File: config.mk
export PLATFORM = sky130hd
export DESIGN_NAME = coalesce_unit
export DESIGN_NICKNAME = d
export VERILOG_FILES = /design/src/rtl/coalesce_pkg.sv /design/src/rtl/coalesce_dp.sv /design/src/rtl/coalesce_ctrl.sv /design/src/rtl/coalesce_unit.sv
export SDC_FILE = /design/constraint.sdc
export NUM_CORES = 1
export LEC_CHECK = 0
export ABC_CLOCK_PERIOD_IN_PS = 12800
export BUFFER_PORTS_ARGS = -buffer_cell sky130_fd_sc_hd__clkbuf_2
export CORE_MARGIN = 2
export CORE_UTILIZATION = 28
export CTS_CLUSTER_SIZE = 25
export DETAILED_ROUTE_END_ITERATION = 8
export SYNTH_ARGS = -nofsm -noshare
export SYNTH_HDL_FRONTEND = slang
export SYNTH_SLANG_ARGS = --single-unit
export TNS_END_PERCENT = 5
File: constraint.sdc
create_clock -name clk -period 12.8 [get_ports clk]
set_clock_uncertainty 0.15 [all_clocks]
set_input_delay 0 -clock clk [delete_from_list [all_inputs] [get_ports clk]]
set_output_delay 0 -clock clk [all_outputs]
set_load 0.01 [all_outputs]
File: src/rtl/coalesce_pkg.sv
package coalesce_pkg;
  typedef enum logic [1:0] {
    SZ32  = 2'd0,
    SZ64  = 2'd1,
    SZ128 = 2'd2
  } txnSizeT;

  typedef struct packed {
    logic load;
    logic retire;
  } ctrlStrobeT;
endpackage

File: src/rtl/coalesce_dp.sv
module coalesce_dp
  import coalesce_pkg::*;
#(
  parameter int NUM_THREADS = 16,
  parameter int ADDR_W = 32,
  parameter int MAX_BYTES = 128
) (
  input  logic                        clk,
  input  logic                        rstN,
  input  ctrlStrobeT                  strobe,
  input  logic                        busy,
  input  logic [NUM_THREADS-1:0]      reqActive,
  input  logic [NUM_THREADS*ADDR_W-1:0] reqAddr,
  output logic                        reqEmpty,
  output logic                        lastTxn,
  output logic [ADDR_W-1:0]           txnBase,
  output logic [1:0]                  txnSize,
  output logic [NUM_THREADS-1:0]      txnMask
);
  localparam int IDX_W = $clog2(NUM_THREADS);
  localparam int SEG_LSB = $clog2(MAX_BYTES);
  localparam int HALF_BIT = SEG_LSB - 1;
  localparam int QUART_BIT = SEG_LSB - 2;

  logic [ADDR_W-1:0] addrQ [NUM_THREADS];
  logic [NUM_THREADS-1:0] pending;
  logic [IDX_W-1:0] leadIdx;
  logic [ADDR_W-1:0] leadAddr;
  logic [NUM_THREADS-1:0] inSeg, diffHalf, diffQuart;

  assign reqEmpty = ~|reqActive;

  always_ff @(posedge clk) begin
    if (!rstN) begin
      pending <= '0;
    end else if (strobe.load) begin
      pending <= reqActive;
    end else if (strobe.retire) begin
      pending <= pending & ~txnMask;
    end
  end

  generate
    for (genvar g = 0; g < NUM_THREADS; g++) begin : gAddr
      always_ff @(posedge clk) begin
        if (strobe.load) addrQ[g] <= reqAddr[g*ADDR_W +: ADDR_W];
      end
    end
  endgenerate

  always_comb begin
    leadIdx = '0;
    for (int i = NUM_THREADS - 1; i >= 0; i--) begin
      if (pending[i]) leadIdx = IDX_W'(i);
    end
  end

  assign leadAddr = addrQ[leadIdx];

  generate
    for (genvar g = 0; g < NUM_THREADS; g++) begin : gCmp
      assign inSeg[g] = pending[g] &&
        (addrQ[g][ADDR_W-1:SEG_LSB] == leadAddr[ADDR_W-1:SEG_LSB]);
      assign diffHalf[g]  = inSeg[g] && (addrQ[g][HALF_BIT]  != leadAddr[HALF_BIT]);
      assign diffQuart[g] = inSeg[g] && (addrQ[g][QUART_BIT] != leadAddr[QUART_BIT]);
    end
  endgenerate

  always_comb begin
    if (|diffHalf) begin
      txnSize = SZ128;
      txnBase = {leadAddr[ADDR_W-1:SEG_LSB], {SEG_LSB{1'b0}}};
    end else if (|diffQuart) begin
      txnSize = SZ64;
      txnBase = {leadAddr[ADDR_W-1:HALF_BIT], {HALF_BIT{1'b0}}};
    end else begin
      txnSize = SZ32;
      txnBase = {leadAddr[ADDR_W-1:QUART_BIT], {QUART_BIT{1'b0}}};
    end
  end

  assign txnMask = inSeg;
  assign lastTxn = (pending & ~inSeg) == '0;

  // mask within the unserved set and never empty while busy
  a_r2_mask_subset: assert property (@(posedge clk) disable iff (!rstN)
    busy |-> ((txnMask & ~pending) == '0) && (txnMask != '0));

  // retired threads leave the pending set
  a_r10_retired_cleared: assert property (@(posedge clk) disable iff (!rstN)
    strobe.retire |=> ((pending & $past(txnMask)) == '0));

  // the size code stays in the legal range
  a_r3_size_legal: assert property (@(posedge clk) disable iff (!rstN)
    busy |-> (txnSize != 2'd3));
endmodule

File: src/rtl/coalesce_ctrl.sv
module coalesce_ctrl
  import coalesce_pkg::*;
(
  input  logic       clk,
  input  logic       rstN,
  input  logic       reqValid,
  input  logic       reqEmpty,
  input  logic       lastTxn,
  input  logic       txnReady,
  output ctrlStrobeT strobe,
  output logic       busy,
  output logic       reqReady,
  output logic       txnValid,
  output logic       done
);
  typedef enum logic {IDLE, BUSY} stateT;
  stateT state, stateNext;
  logic doneNext;

  assign busy = (state == BUSY);
  assign reqReady = (state == IDLE);
  assign txnValid = busy;
  assign strobe.load = reqReady && reqValid;
  assign strobe.retire = busy && txnReady;

  always_comb begin
    stateNext = state;
    doneNext = 1'b0;
    if (strobe.load) begin
      if (reqEmpty) doneNext = 1'b1;
      else stateNext = BUSY;
    end
    if (strobe.retire && lastTxn) begin
      stateNext = IDLE;
      doneNext = 1'b1;
    end
  end

  always_ff @(posedge clk) begin
    if (!rstN) begin
      state <= IDLE;
      done <= 1'b0;
    end else begin
      state <= stateNext;
      done <= doneNext;
    end
  end

  // no request acceptance while a transaction is offered
  a_r1_ready_idle: assert property (@(posedge clk) disable iff (!rstN)
    txnValid |-> !reqReady);

  // an offered transaction is not withdrawn
  a_r7_valid_hold: assert property (@(posedge clk) disable iff (!rstN)
    (txnValid && !txnReady) |=> txnValid);

  // empty request finishes at once
  a_r9_empty_done: assert property (@(posedge clk) disable iff (!rstN)
    (reqValid && reqReady && reqEmpty) |=> (done && !txnValid));

  // done only while idle, and only for one cycle
  a_r8_done_idle: assert property (@(posedge clk) disable iff (!rstN)
    done |-> reqReady);
  a_r8_done_pulse: assert property (@(posedge clk) disable iff (!rstN)
    done |=> !done || $past(strobe.load));
endmodule

File: src/rtl/coalesce_unit.sv
module coalesce_unit
  import coalesce_pkg::*;
#(
  parameter int NUM_THREADS = 16,
  parameter int ADDR_W = 32,
  parameter int MAX_BYTES = 128
) (
  input  logic                          clk,
  input  logic                          rstN,
  input  logic                          reqValid,
  output logic                          reqReady,
  input  logic [NUM_THREADS-1:0]        reqActive,
  input  logic [NUM_THREADS*ADDR_W-1:0] reqAddr,
  output logic                          txnValid,
  input  logic                          txnReady,
  output logic [ADDR_W-1:0]             txnBase,
  output logic [1:0]                    txnSize,
  output logic [NUM_THREADS-1:0]        txnMask,
  output logic                          done
);
  ctrlStrobeT strobe;
  logic busy, reqEmpty, lastTxn;

  coalesce_ctrl uCtrl (
    .clk(clk), .rstN(rstN), .reqValid(reqValid), .reqEmpty(reqEmpty),
    .lastTxn(lastTxn), .txnReady(txnReady), .strobe(strobe), .busy(busy),
    .reqReady(reqReady), .txnValid(txnValid), .done(done)
  );

  coalesce_dp #(.NUM_THREADS(NUM_THREADS), .ADDR_W(ADDR_W), .MAX_BYTES(MAX_BYTES)) uDp (
    .clk(clk), .rstN(rstN), .strobe(strobe), .busy(busy), .reqActive(reqActive),
    .reqAddr(reqAddr), .reqEmpty(reqEmpty), .lastTxn(lastTxn),
    .txnBase(txnBase), .txnSize(txnSize), .txnMask(txnMask)
  );

  // fields frozen under back-pressure
  a_r7_fields_stable: assert property (@(posedge clk) disable iff (!rstN)
    (txnValid && !txnReady) |=> ($stable(txnBase) && $stable(txnSize) && $stable(txnMask)));
endmodule

==> metrics, run 1 <==
status=stopped before the end; step where the flow halted=4_1_cts; error message=[ERROR RSZ-0060] Max buffer count reached.; boundary pin count=585; Syn Area/Cell=10.85 sq um; Inserted Clock Buffers=49; gate count after technology mapping=2,585; Seq/Total Area, Yosys=0.4752; count of yosys warnings during synthesis=0; total of hold buffers inserted after clock tree synthesis=886; HPWL reported at the end of detailed placement=161,900 um; width of the die=320.6 um; Cell Rows=116; root cell of the clock tree=sky130_fd_sc_hd__clkbuf_16; number of clock sinks seen by CTS=450; count of port buffers added during placement=499; Vert. Die Dim=320.6 um; post-synthesis async set-or-reset flop share=0; PostCTS Resize Cnt=0; number of setup buffers added after CTS=0; starting density of the core=0.2814; Setup WS pre-CTS=4.856 ns; distinct cell type count after synthesis=108; flip-flop cell with the highest count after synthesis=sky130_fd_sc_hd__edfxtp_1; worst-case clock buffer depth=3; H-Tree Depth=2; combined area of all synthesized cells=28,060 sq um; EDFF count, synth=432; number of flip-flops and latches in the synthesized netlist=450; final weighted congestion of routability-driven global placement=1.066
-- synthesized netlist by cell type, drive strengths merged, types with 27 or more instances --
cell       n  area (sq um)
a21oi     93         469.2
nand3     90         483.0
edfxtp   432         12970
a22oi     46         370.4
nand4     35         219.0
a21boi    30         225.2
a2111oi   38         370.4
o221ai    39         341.6
nand2    185         701.9
o211ai    27         202.7
xnor2    148          1296
mux2i    144          1441
nor2     151         589.3
nor4      52         414.1
a221oi    31         319.1
and3      49         306.5
a211oi    62         470.5
o21ai     87         446.7
nor3      75         401.6
o2111ai   28         251.5
clkbuf    48         181.4
mux2      31         352.8
inv       68         255.3
o22ai     98         633.1
buf      109         769.5
-- through the flow --
step	cell area [sq um]	cells
2_1_floorplan	28080	2589
3_3_place_gp	32340	4342
3_5_place_dp	32340	4342
-- cell families after synthesis --
logic type / count (synthesis) / synth area share
xor+xnor: 174 / 0.05431
flops: 450 / 0.4752
other cells: 1 / 0.0001336
simple gates: 750 / 0.1397
mux: 183 / 0.07036
compound gates: 801 / 0.2172
buf+inv: 226 / 0.04312
==> run 2, diff against run 1 <==
--- a/config.mk
+++ b/config.mk
@@ -5,12 +5,12 @@
 export SDC_FILE = /design/constraint.sdc
 export NUM_CORES = 1
 export LEC_CHECK = 0
-export ABC_CLOCK_PERIOD_IN_PS = 12800
+export ABC_CLOCK_PERIOD_IN_PS = 16600
 export BUFFER_PORTS_ARGS = -buffer_cell sky130_fd_sc_hd__clkbuf_2
 export CORE_MARGIN = 2
-export CORE_UTILIZATION = 28
-export CTS_CLUSTER_SIZE = 25
+export CORE_UTILIZATION = 20
 export DETAILED_ROUTE_END_ITERATION = 8
+export PLACE_DENSITY_LB_ADDON = 0.15
 export SYNTH_ARGS = -nofsm -noshare
 export SYNTH_HDL_FRONTEND = slang
 export SYNTH_SLANG_ARGS = --single-unit
==> constraint.sdc (replaced) <==
create_clock -name clk -period 16.6 [get_ports clk]
set_clock_uncertainty 0.15 [all_clocks]
set_input_delay 0 -clock clk [delete_from_list [all_inputs] [get_ports clk]]
set_output_delay 0 -clock clk [all_outputs]
set_load 0.01 [all_outputs]
==> run 2 against run 1 <==
  * The flow now finishes without violations
  * Synthesized area unchanged
  * Synthesized cell count unchanged
==> metrics, run 2 <==
total routing usage reported by global routing=0.3124; CP required=16.45 ns; accumulated negative setup slack=0 ns; Inserted Clock Buffers=53 (was 49); Worst Setup End Kind=output port; Syn Area/Cell=10.85 sq um (unchanged); EDFF count, synth=432 (unchanged); H-Tree Depth=2 (unchanged); final antenna-violating net count=0; worst ir drop on vdd=0.08892 mV; dominant cell type by area after synthesis=sky130_fd_sc_hd__edfxtp_1 (unchanged); Worst slew margin=0.02963; count of yosys warnings during synthesis=0 (unchanged); gate count after technology mapping=2,585 (unchanged); boundary pin count=585 (unchanged); area share of the largest cell type after synthesis=0.4623 (unchanged); classification of the worst setup path=flop to output port; data arrival time of the worst path=9.38 ns; first-pass GRT wire length=297,100 um; Reg clk slew, reported paths=0.06 ns; Vias per Instance=5.489; layout cells sized above 1=0.2050; Seq/Total Area, Yosys=0.4752 (unchanged); DR DRC count=0; worst path cell trace=nor2_1, o31a_1, o22ai_4, buf_4, buf_12, mux2i_1, a22oi_1, o2111ai_2, buf_4, xnor2_1, a2111oi_2, nand4_1, nor4b_2, a22o_1, a221oi_1, nand3_2, and4b_1, clkbuf_2; min Tclk post-route=9.535 ns; transition time at the pin with the least slew margin=1.449 ns; GRT met2 Usage=0.4781; unrepaired setup endpoints after global routing=false; Vert. Die Dim=378.6 um (was 320.6 um); via count=32,610; width of the die=378.6 um (was 320.6 um); commonest non-fill, non-tap cell in the layout=sky130_fd_sc_hd__dlygate4sd3_1; average routed wire per standard cell=38.87 um; Cell Rows=137 (was 116); Worst Hold Class=input pin to flop; number of clock sinks seen by CTS=450 (unchanged); status=finished clean (was stopped before the end); grt met3 use=0.06962; CP peak stage delay=1.07 ns; PostCTS Resize Cnt=0 (unchanged); R2R Setup Slk=7.54 ns; number of slew-limit violations in the final report=0; Power Dens Cells=121.9 nW/um^2; Largest register FFs=432; drt first-iter violations=4,240; number of placed instances, taps included=4,924 (was 4,342); post-synthesis async set-or-reset flop share=0 (unchanged); count of port buffers added during placement=499 (unchanged); r2r worst-path depth=18; total of hold buffers inserted after clock tree synthesis=908 (was 886); Leak Pwr=16.24 nW; number of inserted filler cells in the final layout=14,390; startpoint kind of the worst setup timing path=flop; layer carrying the most global-route usage=met2; root cell of the clock tree=sky130_fd_sc_hd__clkbuf_16 (unchanged); FF/Latch Area=13,330 sq um; # Max-Cap Violations=0; area growth from synthesis to final layout=56.53%; Setup-failing EPs final=0; distinct cell type count after synthesis=108 (unchanged); number of failing hold endpoints at the final stage=0; Overflow after GRT=0; combined area of all synthesized cells=28,060 sq um (unchanged); maximum fanout along the worst path=98; most numerous cell in the Yosys netlist=sky130_fd_sc_hd__edfxtp_1 (unchanged); worst-case clock buffer depth=3 (unchanged); cell types occupying the most area after synthesis=sky130_fd_sc_hd__edfxtp_1 46%, sky130_fd_sc_hd__mux2i_1 5.1%, sky130_fd_sc_hd__xnor2_1 4.6% (unchanged); First-pass DRT Iterations=7; number of flip-flops and latches in the synthesized netlist=450 (unchanged); final weighted congestion of routability-driven global placement=1.011 (was 1.066); end point of the critical path=txnBase[5]; Synth top cells by count=432 x sky130_fd_sc_hd__edfxtp_1, 182 x sky130_fd_sc_hd__nand2_1, 148 x sky130_fd_sc_hd__xnor2_1 (unchanged); flip-flop cell with the highest count after synthesis=sky130_fd_sc_hd__edfxtp_1 (unchanged); CTS tree=yes; portion of the clock cycle consumed by the worst path in the final layout=0.5744; Regs by FF count=uDp.addrQ (432), uDp.pending (16); total routed wirelength=230,900 um; starting density of the core=0.2013 (was 0.2814); number of global-route vias before repair=31,910; number of setup buffers added after CTS=0 (unchanged); Crit-path slowest cell=sky130_fd_sc_hd__nor4b_2; pin count of the biggest net entering global routing=152; Core Box Area=139,400 sq um; Die Footprint=143,300 sq um; footprint of the multi-input gates=13,680 sq um; launch point of the worst reg-to-reg path=uDp.pending[6]$_SDFFE_PN0P_; most frequent cells in the layout=908 x sky130_fd_sc_hd__dlygate4sd3_1, 500 x sky130_fd_sc_hd__clkbuf_2, 432 x sky130_fd_sc_hd__edfxtp_1, 182 x sky130_fd_sc_hd__nand2_1, 148 x sky130_fd_sc_hd__xnor2_1; register containing the most flip-flops in the final layout=uDp.addrQ; Fmax=104.9 MHz; r2r endpoint=uCtrl.busy$_SDFFE_PP0P_; Most common cell on crit path=sky130_fd_sc_hd__buf_4; latest clock arrival within the worst-skew pair=0.67 ns; non-filler cells, final=5,941; beginning of the critical path=uDp.pending[6]$_SDFFE_PN0P_; fraction of met1 tracks used by global routing=0.3971; total number of nets in the final design=4,544; antenna violations before repair=20; HPWL reported at the end of detailed placement=176,100 um (was 161,900 um)
==> run 2: power by group <==
group	total [W]	switching (W)	internal, W
logic	0.00267	0.00184	0.000827
registers	0.00148	0.000149	0.00133
clock network	0.00120	0.000519	0.000685
total	0.00535	0.00251	0.00284
==> run 2: final cells by class <==
type,count,area share
diodes,12,0.0006837
clock buffers,64,0.03114
inverters,69,0.006068
well taps,1876,0.05344
repair buffers,1525,0.2848
multi-input cells,1913,0.3115
clock inverters,32,0.008859
flip-flops and latches,450,0.3036
==> run 2: routing by layer <==
layer,part of all wire,routed length (um)
met2,0.43,100200
met3,0.085,19740
met5,0.00066,152
met1,0.40,93150
met4,0.077,17720
==> run 2: worst min-delay path by stage <==
stage,start,end,cells after the start
2_1_floorplan,reqAddr[10],uDp.addrQ[0][10]$_DFFE_PP_,0
3_3_place_gp,reqAddr[306],uDp.addrQ[9][18]$_DFFE_PP_,1
3_5_place_dp,reqAddr[306],uDp.addrQ[9][18]$_DFFE_PP_,1
4_1_cts,txnReady,uDp.pending[7]$_SDFFE_PN0P_,5
5_1_grt,txnReady,uDp.pending[14]$_SDFFE_PN0P_,5
6_report,txnReady,uDp.pending[4]$_SDFFE_PN0P_,5
==> run 2: worst max-delay path, delay by kind of cell (launching register included) <==
family | cells | cell delay, ns
flops | 1 | 0.61
mux | 1 | 0.33
compound gates | 7 | 3.50
simple gates | 5 | 2.13
buf+inv | 4 | 1.57
xor+xnor | 1 | 0.18
==> run 2: per-stage QoR <==
stage | hold slack (ns) | util | power (W) | worst slack (ns) | cell area (sq um)
6_report | 0.1408 | 0.3152 | 0.005354 | 7.065 | 43920
5_1_grt | 0.1796 | 0.3150 | 0.005412 | 7.260 | 43900
4_1_cts | 0.1016 | 0.3149 | 0.005237 | 7.581 | 43880
3_5_place_dp | 0.02862 | 0.2371 | 0.003853 | 8.305 | 33040
3_3_place_gp | 0.02810 | 0.2371 | 0.003876 | 8.317 | 33040
2_1_floorplan | -0.05113 | - | 0.002647 | 2.842 | 28070
==> run 2: cells by family after synthesis <==
group,Yosys count,synth area share
simple gates,750,0.1397
compound gates,801,0.2172
buf+inv,226,0.04312
mux,183,0.07036
other cells,1,0.0001336
xor+xnor,174,0.05431
flops,450,0.4752
Power figures use the tool's default switching activity.
==> run 3, diff against run 2 <==
--- a/config.mk
+++ b/config.mk
@@ -5,7 +5,7 @@
 export SDC_FILE = /design/constraint.sdc
 export NUM_CORES = 1
 export LEC_CHECK = 0
-export ABC_CLOCK_PERIOD_IN_PS = 16600
+export ABC_CLOCK_PERIOD_IN_PS = 8500
 export BUFFER_PORTS_ARGS = -buffer_cell sky130_fd_sc_hd__clkbuf_2
 export CORE_MARGIN = 2
 export CORE_UTILIZATION = 20
==> constraint.sdc (replaced) <==
create_clock -name clk -period 8.5 [get_ports clk]
set_clock_uncertainty 0.15 [all_clocks]
set_input_delay 0 -clock clk [delete_from_list [all_inputs] [get_ports clk]]
set_output_delay 0 -clock clk [all_outputs]
set_load 0.01 [all_outputs]
==> run 3 against run 2 <==
  * Utilization rose by 0.45 points
  * Register-to-register slack got worse by 7.1 ns
  * Hold slack improved by 0.046 ns
  * Count of clock-buffer cells in the layout fell by 4
  * Non-clock buffer count rose by 92
  * Die area did not move
  * Power rose by 97%
  * Final cell count rose by 1.4%
  * Critical path depth did not move
  * Setup slack got worse by 6.6 ns
  * Largest power group unchanged
==> metrics, run 3 (synthesized netlist as in run 2, its figures left out) <==
status=finished clean (unchanged); hold path depth=5 (unchanged); number of failing hold endpoints at the final stage=0 (unchanged); layout cells sized above 1=0.2239 (was 0.2050); portion of the clock cycle consumed by the worst path in the final layout=0.9507; final antenna-violating net count=0 (unchanged); CP required=8.35 ns (was 16.45 ns); launch point of the worst hold path=txnReady (unchanged); DR DRC count=0 (unchanged); Reg clk slew, reported paths=0.06 ns (about the same); end of the worst hold path=uDp.pending[6]$_SDFFE_PN0P_ (was uDp.pending[4]$_SDFFE_PN0P_); Worst Hold Class=input pin to flop (unchanged); most frequent cells in the layout=900 x sky130_fd_sc_hd__dlygate4sd3_1, 499 x sky130_fd_sc_hd__clkbuf_2, 432 x sky130_fd_sc_hd__edfxtp_1, 212 x sky130_fd_sc_hd__buf_4, 181 x sky130_fd_sc_hd__nand2_1 (was 908 x sky130_fd_sc_hd__dlygate4sd3_1, 500 x sky130_fd_sc_hd__clkbuf_2, 432 x sky130_fd_sc_hd__edfxtp_1, 182 x sky130_fd_sc_hd__nand2_1, 148 x sky130_fd_sc_hd__xnor2_1); width of the die=378.6 um (unchanged); Largest register FFs=432 (unchanged); total number of nets in the final design=4,635 (was 4,544); post-route setup slack=0.4188 ns (was 7.065 ns); Die Footprint=143,300 sq um (unchanged); accumulated negative setup slack=0 ns (unchanged); worst ir drop on vdd=0.1489 mV (was 0.08892 mV); via count=32,930 (was 32,610); number of setup buffers added after CTS=0 (unchanged); total routing usage reported by global routing=0.3127 (was 0.3124); total routed wirelength=231,000 um (was 230,900 um); area growth from synthesis to final layout=58.77% (was 56.53%); worst path cell trace=nor2_1, o31a_1, buf_4, o22ai_4, buf_4, mux2i_1, mux2i_1, o2111ai_2, xor2_1, o2111ai_1, a2111oi_0, nand4_1, nor4_1, buf_4, and2_1, a221oi_1, a41oi_1, clkbuf_2 (was nor2_1, o31a_1, o22ai_4, buf_4, buf_12, mux2i_1, a22oi_1, o2111ai_2, buf_4, xnor2_1, a2111oi_2, nand4_1, nor4b_2, a22o_1, a221oi_1, nand3_2, and4b_1, clkbuf_2); number of inserted filler cells in the final layout=14,360 (was 14,390); commonest non-fill, non-tap cell in the layout=sky130_fd_sc_hd__dlygate4sd3_1 (unchanged); Overflow after GRT=0 (unchanged); antenna violations before repair=19 (was 20); FF/Latch Area=13,330 sq um (unchanged); r2r worst-path depth=19 (was 18); CP peak stage delay=0.74 ns (was 1.07 ns); Worst slew margin=0.1189 (was 0.02963); Setup-failing EPs final=0 (unchanged); Cell Rows=137 (unchanged); final weighted congestion of routability-driven global placement=1.054 (was 1.011); HPWL reported at the end of detailed placement=178,800 um (was 176,100 um); R2R Setup Slk=0.49 ns (was 7.54 ns); # Max-Cap Violations=0 (unchanged); Vias per Instance=5.465 (was 5.489); starting density of the core=0.2013 (unchanged); Worst Setup End Kind=output port (unchanged); pin count of the biggest net entering global routing=150 (was 152); Fmax=123.7 MHz; First-pass DRT Iterations=5 (was 7); finished layout cell area=44,550 sq um (was 43,920 sq um); unrepaired setup endpoints after global routing=false (unchanged); min Tclk post-route=8.081 ns; Core Box Area=139,400 sq um (unchanged); H-Tree Depth=2 (unchanged); Most common cell on crit path=sky130_fd_sc_hd__buf_4 (unchanged); data arrival time of the worst path=7.93 ns (was 9.38 ns); transition time at the pin with the least slew margin=1.318 ns (was 1.449 ns); launch point of the worst reg-to-reg path=uDp.pending[6]$_SDFFE_PN0P_ (unchanged); boundary pin count=585 (unchanged); number of clock sinks seen by CTS=450 (unchanged); latest clock arrival within the worst-skew pair=0.66 ns (was 0.67 ns); register containing the most flip-flops in the final layout=uDp.addrQ (unchanged); PostCTS Resize Cnt=0 (unchanged); Power Dens Cells=237.2 nW/um^2 (was 121.9 nW/um^2); Regs by FF count=uDp.addrQ (432), uDp.pending (16) (unchanged); root cell of the clock tree=sky130_fd_sc_hd__clkbuf_16 (unchanged); CTS tree=yes (unchanged); footprint of the multi-input gates=13,670 sq um (was 13,680 sq um); CP delay by family, top=compound AO/OA/AOI/OAI gates (unchanged); first-pass GRT wire length=298,200 um (was 297,100 um); Vert. Die Dim=378.6 um (unchanged); count of port buffers added during placement=499 (unchanged); Crit-path slowest cell=sky130_fd_sc_hd__mux2i_1 (was sky130_fd_sc_hd__nor4b_2); Leak Pwr=16.68 nW (was 16.24 nW); drt first-iter violations=4,082 (was 4,240); classification of the worst setup path=flop to output port (unchanged); average routed wire per standard cell=38.33 um (was 38.87 um); maximum fanout along the worst path=17 (was 98); worst-case clock buffer depth=3 (unchanged); depth of the critical timing path with buffers and inverters included=18 (unchanged); number of slew-limit violations in the final report=0 (unchanged); startpoint kind of the worst setup timing path=flop (unchanged); Inserted Clock Buffers=52 (was 53); Setup WS pre-CTS=1.463 ns (was 8.305 ns); r2r endpoint=uCtrl.busy$_SDFFE_PP0P_ (unchanged); combined buffer and inverter count along the critical path=4 (unchanged); area post-placement=33,830 sq um (was 33,040 sq um); number of global-route vias before repair=31,920 (was 31,910)
run 3: changes by cell type in the layout (fill, tap and decap cells not counted), moves of 4 or more:
| cell | delta |
|---|---|
| sky130_fd_sc_hd__clkbuf_1 | -4 |
| sky130_fd_sc_hd__diode_2 | -6 |
| sky130_fd_sc_hd__dlygate4sd3_1 | -8 |
| sky130_fd_sc_hd__clkinv_1 | +6 |
| sky130_fd_sc_hd__inv_6 | +4 |
| sky130_fd_sc_hd__clkinv_2 | -7 |
| sky130_fd_sc_hd__buf_4 | +98 |
run 3: report_power, final:
part           total [W]  switching [W]  internal [W]
clock network    0.00230       0.000976       0.00132
registers        0.00290       0.000304       0.00260
logic            0.00537        0.00363       0.00174
run 3: metal layers:
metal	global-route usage	vias up	part of all wire
met5	0	-	0.00035
met4	0.2106	12	0.080
met3	0.06622	590	0.085
met2	0.4741	2206	0.43
met1	0.3981	16680	0.40
li1	-	13440	-
run 3: how the worst max path moves through the flow:
| stage | from | end | slack [ns] |
|---|---|---|---|
| 5_1_grt | uDp.pending[6]$_SDFFE_PN0P_ | txnSize[0] | 0.28 |
| 3_3_place_gp | uDp.pending[7]$_SDFFE_PN0P_ | uCtrl.busy$_SDFFE_PP0P_ | 1.41 |
| 6_report | uDp.pending[6]$_SDFFE_PN0P_ | txnSize[0] | 0.42 |
| 2_1_floorplan | uCtrl.busy$_SDFFE_PP0P_ | uDp.addrQ[0][10]$_DFFE_PP_ | 1.34 |
| 4_1_cts | uDp.pending[7]$_SDFFE_PN0P_ | txnSize[0] | 0.78 |
| 3_5_place_dp | uDp.pending[6]$_SDFFE_PN0P_ | uCtrl.busy$_SDFFE_PP0P_ | 1.46 |
run 3: per-stage QoR:
step / utilization / instances / hold slack, ns / power [W]
2_1_floorplan: - / 2589 / -0.05113 / 0.005132
3_3_place_gp: 0.2428 / 5025 / 0.02834 / 0.007724
3_5_place_dp: 0.2428 / 5025 / 0.02861 / 0.007688
4_1_cts: 0.3196 / 6020 / 0.1484 / 0.01034
5_1_grt: 0.3196 / 6020 / 0.2197 / 0.01067
6_report: 0.3197 / 6026 / 0.1864 / 0.01057
run 3: timing repair:
item                       in CTS  in global routing
hold buffers                  900                  0
setup endpoints to repair       0                  0
hold endpoints to repair      450                  0
run 3: final cells by class:
| cell class | count | area share |
|---|---|---|
| multi-input cells | 1913 | 0.3069 |
| flip-flops and latches | 450 | 0.2993 |
| repair buffers | 1617 | 0.2967 |
| well taps | 1876 | 0.05269 |
| clock buffers | 60 | 0.03036 |
| clock inverters | 35 | 0.007723 |
| inverters | 69 | 0.005982 |
| diodes | 6 | 0.0003370 |
run 3: worst min-delay path, cell delays in order:
cell and delay [ns]:
sky130_fd_sc_hd__clkbuf_2 0.13, sky130_fd_sc_hd__nand3_1 0.08, sky130_fd_sc_hd__nand3_1 0.08, sky130_fd_sc_hd__a21boi_0 0.07, sky130_fd_sc_hd__dlygate4sd3_1 0.56
